**src/rtl/stp_pkg.sv**
```systemverilog
package stp_pkg;

   // Gray-coded phase bits {A,B}
   typedef logic [1:0] phase_t;

   localparam phase_t PH_ZERO = 2'b00;

   // Returns 1 when bit A must toggle for the next step.
   // Forward: A toggles when A!=B; reverse: A toggles when A==B.
   function automatic logic toggle_a(input phase_t ph, input logic reverse);
      return (ph[1] ^ ph[0]) ^ reverse;
   endfunction

endpackage

```
**src/rtl/stp_sync.sv**
```systemverilog
module stp_sync #(
   parameter int WIDTH  = 4,
   parameter int STAGES = 2
) (
   input  logic             clk,
   input  logic             por_n,
   input  logic [WIDTH-1:0] d_i,
   output logic [WIDTH-1:0] q_o
);

   generate
      if (STAGES < 2) begin : g_bad_stages
         $error("stp_sync: STAGES must be at least 2");
      end
      if (WIDTH < 1) begin : g_bad_width
         $error("stp_sync: WIDTH must be at least 1");
      end
   endgenerate

   logic [WIDTH-1:0] chain [STAGES];

   genvar s;
   generate
      for (s = 0; s < STAGES; s++) begin : g_stage
         always_ff @(posedge clk or negedge por_n) begin
            if (!por_n) begin
               chain[s] <= '0;
            end else if (s == 0) begin
               chain[s] <= d_i;
            end else begin
               chain[s] <= chain[(s == 0) ? 0 : s-1];
            end
         end
      end
   endgenerate

   assign q_o = chain[STAGES-1];

endmodule

```
**src/rtl/stp_gate.sv**
```systemverilog
module stp_gate #(
   parameter bit SEL_ACTIVE_LOW = 1'b1,
   parameter bit WG_ACTIVE_LOW  = 1'b1
) (
   input  logic clk,
   input  logic por_n,
   input  logic step_s,
   input  logic sel_s,
   input  logic wg_s,
   output logic adv_o
);

   logic selected;
   logic writing;
   logic step_q;

   generate
      if (SEL_ACTIVE_LOW) begin : g_sel_lo
         assign selected = ~sel_s;
      end else begin : g_sel_hi
         assign selected = sel_s;
      end
      if (WG_ACTIVE_LOW) begin : g_wg_lo
         assign writing = ~wg_s;
      end else begin : g_wg_hi
         assign writing = wg_s;
      end
   endgenerate

   always_ff @(posedge clk or negedge por_n) begin
      if (!por_n) step_q <= 1'b0;
      else        step_q <= step_s;
   end

   assign adv_o = step_s & ~step_q & selected & ~writing;

   // an advance pulse never lasts two cycles
   a_r7_single_pulse: assert property (@(posedge clk) disable iff (!por_n)
      adv_o |=> !adv_o);

   // no advance while deselected or writing
   a_r5_r6_qualified: assert property (@(posedge clk) disable iff (!por_n)
      (!selected || writing) |-> !adv_o);

endmodule

```
**src/rtl/stp_phase.sv**
```systemverilog
module stp_phase
   import stp_pkg::*;
#(
   parameter bit HOME_LEVEL = 1'b1
) (
   input  logic   clk,
   input  logic   por_n,
   input  logic   adv_i,
   input  logic   dir_s,
   output phase_t phase_o
);

   phase_t ph_q;
   logic   reverse;
   logic   flip_a;

   assign reverse = (dir_s == HOME_LEVEL);
   assign flip_a  = toggle_a(ph_q, reverse);

   always_ff @(posedge clk or negedge por_n) begin
      if (!por_n) begin
         ph_q <= PH_ZERO;
      end else if (adv_i) begin
         ph_q <= flip_a ? {~ph_q[1], ph_q[0]} : {ph_q[1], ~ph_q[0]};
      end
   end

   assign phase_o = ph_q;

   // phase 0 while reset is applied
   always @(posedge clk) begin
      if (!por_n) a_r1_reset_phase: assert (ph_q == PH_ZERO);
   end

   // exactly one bit changes on an accepted step
   a_r4_one_bit: assert property (@(posedge clk) disable iff (!por_n)
      adv_i |=> $countones(ph_q ^ $past(ph_q)) == 1);

   // state holds without a step
   a_r4_hold: assert property (@(posedge clk) disable iff (!por_n)
      !adv_i |=> $stable(ph_q));

   // forward step from phase 0 goes to phase 1
   a_r2_forward: assert property (@(posedge clk) disable iff (!por_n)
      (adv_i && !reverse && ph_q == 2'b00) |=> ph_q == 2'b01);

   // reverse step from phase 0 goes to phase 3
   a_r3_reverse: assert property (@(posedge clk) disable iff (!por_n)
      (adv_i && reverse && ph_q == 2'b00) |=> ph_q == 2'b10);

endmodule

```
**src/rtl/stp_coil_dec.sv**
```systemverilog
module stp_coil_dec
   import stp_pkg::*;
#(
   parameter bit ENABLE_ACTIVE_LOW = 1'b0
) (
   input  phase_t     phase_i,
   output logic [3:0] coil_o
);

   logic [3:0] raw;

   assign raw = {phase_i[1], ~phase_i[1], phase_i[0], ~phase_i[0]};

   generate
      if (ENABLE_ACTIVE_LOW) begin : g_inv
         assign coil_o = ~raw;
      end else begin : g_pass
         assign coil_o = raw;
      end
   endgenerate

endmodule

```
**src/rtl/stp_sequencer.sv**
```systemverilog
module stp_sequencer
   import stp_pkg::*;
#(
   parameter int SYNC_STAGES    = 2,
   parameter bit HOME_LEVEL     = 1'b1,
   parameter bit SEL_ACTIVE_LOW = 1'b1,
   parameter bit WG_ACTIVE_LOW  = 1'b1
) (
   input  logic       clk,
   input  logic       por_n,
   input  logic       dir_i,
   input  logic       step_i,
   input  logic       sel_n_i,
   input  logic       wgate_n_i,
   output logic [1:0] phase_o,
   output logic [3:0] coil_o
);

   localparam int NUM_IN = 4;

   logic [NUM_IN-1:0] raw_in;
   logic [NUM_IN-1:0] sync_in;
   logic              adv;
   phase_t            phase;

   assign raw_in = {dir_i, step_i, sel_n_i, wgate_n_i};

   stp_sync #(.WIDTH(NUM_IN), .STAGES(SYNC_STAGES)) u_sync (
      .clk   (clk),
      .por_n (por_n),
      .d_i   (raw_in),
      .q_o   (sync_in)
   );

   stp_gate #(.SEL_ACTIVE_LOW(SEL_ACTIVE_LOW), .WG_ACTIVE_LOW(WG_ACTIVE_LOW)) u_gate (
      .clk    (clk),
      .por_n  (por_n),
      .step_s (sync_in[2]),
      .sel_s  (sync_in[1]),
      .wg_s   (sync_in[0]),
      .adv_o  (adv)
   );

   stp_phase #(.HOME_LEVEL(HOME_LEVEL)) u_phase (
      .clk     (clk),
      .por_n   (por_n),
      .adv_i   (adv),
      .dir_s   (sync_in[3]),
      .phase_o (phase)
   );

   stp_coil_dec #(.ENABLE_ACTIVE_LOW(1'b0)) u_dec (
      .phase_i (phase),
      .coil_o  (coil_o)
   );

   assign phase_o = phase;

   // paired enables of each winding are never both on
   a_r8_coil_pairs: assert property (@(posedge clk) disable iff (!por_n)
      (coil_o[3] ^ coil_o[2]) && (coil_o[1] ^ coil_o[0]));

endmodule

```
**config.mk**
```make
export PLATFORM = sky130hd
export DESIGN_NAME = stp_sequencer
export DESIGN_NICKNAME = d
export VERILOG_FILES = /design/src/rtl/stp_pkg.sv /design/src/rtl/stp_sync.sv /design/src/rtl/stp_gate.sv /design/src/rtl/stp_phase.sv /design/src/rtl/stp_coil_dec.sv /design/src/rtl/stp_sequencer.sv
export SDC_FILE = /design/constraint.sdc
export NUM_CORES = 1
export LEC_CHECK = 0
export ABC_AREA = 1
export ABC_CLOCK_PERIOD_IN_PS = 1400
export BUFFER_PORTS_ARGS = -buffer_cell sky130_fd_sc_hd__clkbuf_2
export CAP_MARGIN = 40
export CORE_AREA = 2 2 39 41
export CTS_BUF_LIST = sky130_fd_sc_hd__clkbuf_4
export DETAILED_ROUTE_END_ITERATION = 8
export DIE_AREA = 0 0 41 43
export PLACE_DENSITY_LB_ADDON = 0.15
export SLEW_MARGIN = 15
export SYNTH_ARGS = -nofsm -noshare
export SYNTH_HDL_FRONTEND = slang
export SYNTH_HIERARCHICAL = 1
export SYNTH_SLANG_ARGS = --single-unit
```
**constraint.sdc**
```tcl
create_clock -name clk -period 1.4 [get_ports clk]
set_input_delay 0.07 -clock clk [delete_from_list [all_inputs] [get_ports clk]]
set_output_delay 0.07 -clock clk [all_outputs]
set_load 0.005 [all_outputs]
```
==> metrics <==
CTS max path bufs 2; 1st-pass router iterations 1; Worst Setup End Kind output port; RSZ-0062 raised after global routing no; clk_skew approximately 0.0023 ns; Routed Wire Length 539 um; initial antenna violation count 0; Mapped Area 407 um^2; Setup-failing EPs final 0; leakage power roughly 0.27 nW; RR Startpoint u_gate/step_q; final net count 57; worst hold margin 0.209 ns; layout cells sized above 1 40.0%; 1st-iter DRT viols 0; Tcrit/Tclk final 66.1%; n_diodes 0; critical path depth in cells 2; status finished, final reports clean; Clock Tree Root clkbuf_4; Pwr per Cell Area about 1400 nW/um^2; reg2reg end u_phase/phase_o[1]; crit-path max FO 6; Sink Count 11; vias in the first global route ~230; Finished Layout Cells 66; total of max-cap violations 0; Mean Syn Cell Area approximately 11 um^2; Reg2Reg Depth 5; Max stage delay cell, worst path dfrtp_1; die height around 43 um; Top Ports 12; Post-Place Cells 57; cell area after layout just over 500 um^2; clk slew on worst S/H paths approximately 0.070 ns; CP Capture Point coil_o[0]; TritonCTS clock tree yes; Gate Count Post-Synth 36; Critical path origin u_phase/phase_o[0]; Worst Tran Pin Value roughly 0.27 ns; Yosys cell types 11; WL/cell between 8 and 9 um; Skew-Pair Late Insertion Delay roughly 0.26 ns; DR vias roughly 250; chip width between 40 and 50 um; row cnt 14; VDD IR max 0.536 mV; Buf/Inv on CP 2; starting density of the core 29.4%; core box area 1380 um^2; CP startpoint kind flop; Mapped Nets 42; worst setup path class flop to output port; CTS-repair resized insts 0; CP cell instances inv_1 -> clkbuf_2; Critical Path AT 0.86 ns; dpl cell area 437 um^2; GP Congestion 0.609; Final Max Tran Viols 0; P&R area growth vs syn 27.1%; vias per cell 3.73; H-tree depth 1; Tot GR Track Use under 10%; Syn. warnings 6; Hold Violations, Final 0; global route overflow 0; crit path time final 0.925 ns; Crit path max-delay family flip-flops; full die area 1760 um^2; Slew headroom slightly above 80%; CP required 1.33 ns; fmax between 1000 and 1500 MHz; first-pass GRT wire length between 800 and 900 um; sequential share of the synthesized area between 60 and 70%; port bufs 11; synthesis-stage register bit count 11; Worst Hold Class primary input to async pin; most frequent cells in the layout clkbuf_2, dfrtp_1, inv_1; Post-DRT Antenna Nets 0; largest net degree at the start of global routing 12; critical path's largest stage delay about 0.43 ns; total CTS buffers 3; residual DRC count 0; setup TNS 0 ns; Worst R2R Setup Slack between 0.5 and 0.6 ns
synthesized netlist by cell type (all sizes together):
| library cell | number | area, um^2 |
|---|---|---|
| a21oi | 1 | 8.76 |
| o21ai | 1 | 5.00 |
| buf | 6 | 45.0 |
| nor2 | 2 | 10.0 |
| inv | 7 | 26.3 |
| nand3 | 1 | 5.00 |
| nand2 | 7 | 31.3 |
| dfrtp | 11 | 275 |
per-layer routing:
metal	vias to the layer above	wire length, um	GRT usage (%)
met5	-	0	0
li1	127	-	-
met1	107	225	8.59
met4	0	0	8.00
met3	0	37	3.14
met2	12	275	10.9
registers in the layout (all words and copies together) (netlist names):
register,cells
u_gate/step_q,1
u_phase/phase_o,2
u_sync/q_o,4
u_sync/chain,4
layout make-up:
cell class              instances  area (um^2)
fillers                       143          867
flip-flops and latches         11          275
repair buffers                 16          105
multi-input cells              12         60.1
clock buffers                   4         30.0
inverters                       7         26.3
well taps                      16         20.0
worst min path at each step:
stage                 endpoint  cells after the start
2_1_floorplan    u_gate/step_q                      0
5_1_grt        u_sync/chain[5]                      2
3_3_place_gp   u_sync/chain[4]                      1
4_1_cts        u_sync/chain[7]                      2
3_5_place_dp   u_sync/chain[4]                      1
6_report       u_sync/chain[7]                      2
logic make-up after synthesis:
kind of cell    synth area share [%]
flops                           67.7
compound gates                  3.38
simple gates                    11.4
buf+inv                         17.5
power breakdown:
part / switching, mW / total, mW / leakage, nW / internal, mW
sequential: 0.0251 / 0.371 / 0.128 / 0.346
combinational: 0.0565 / 0.118 / 0.127 / 0.0616
clock: 0.0950 / 0.224 / 0.0184 / 0.129
total: 0.177 / 0.713 / 0.274 / 0.537
what timing repair did:
action,4_1_cts,5_1_grt
endpoints found under the hold margin,15,0
buffers inserted,0,0
hold buffers,5,0
endpoints found under the setup margin,0,0
through the flow:
stage          util (%)  worst slack (ns)  power, mW
5_1_grt            37.3             0.387      0.776
3_5_place_dp       31.6             0.535      0.488
4_1_cts            37.3             0.448      0.729
6_report           37.3             0.475      0.713
2_1_floorplan         -             0.497      0.451
3_3_place_gp       31.6             0.563      0.482
worst reg2reg max path, stage by stage (launching register included):
cell and delay, ns:
dfrtp_1 0.36, inv_1 0.05, nand2_1 0.05, nor2_2 0.16, nand3_1 0.09, o21ai_0 0.08
Note: power is estimated with default switching activity, not from simulation.
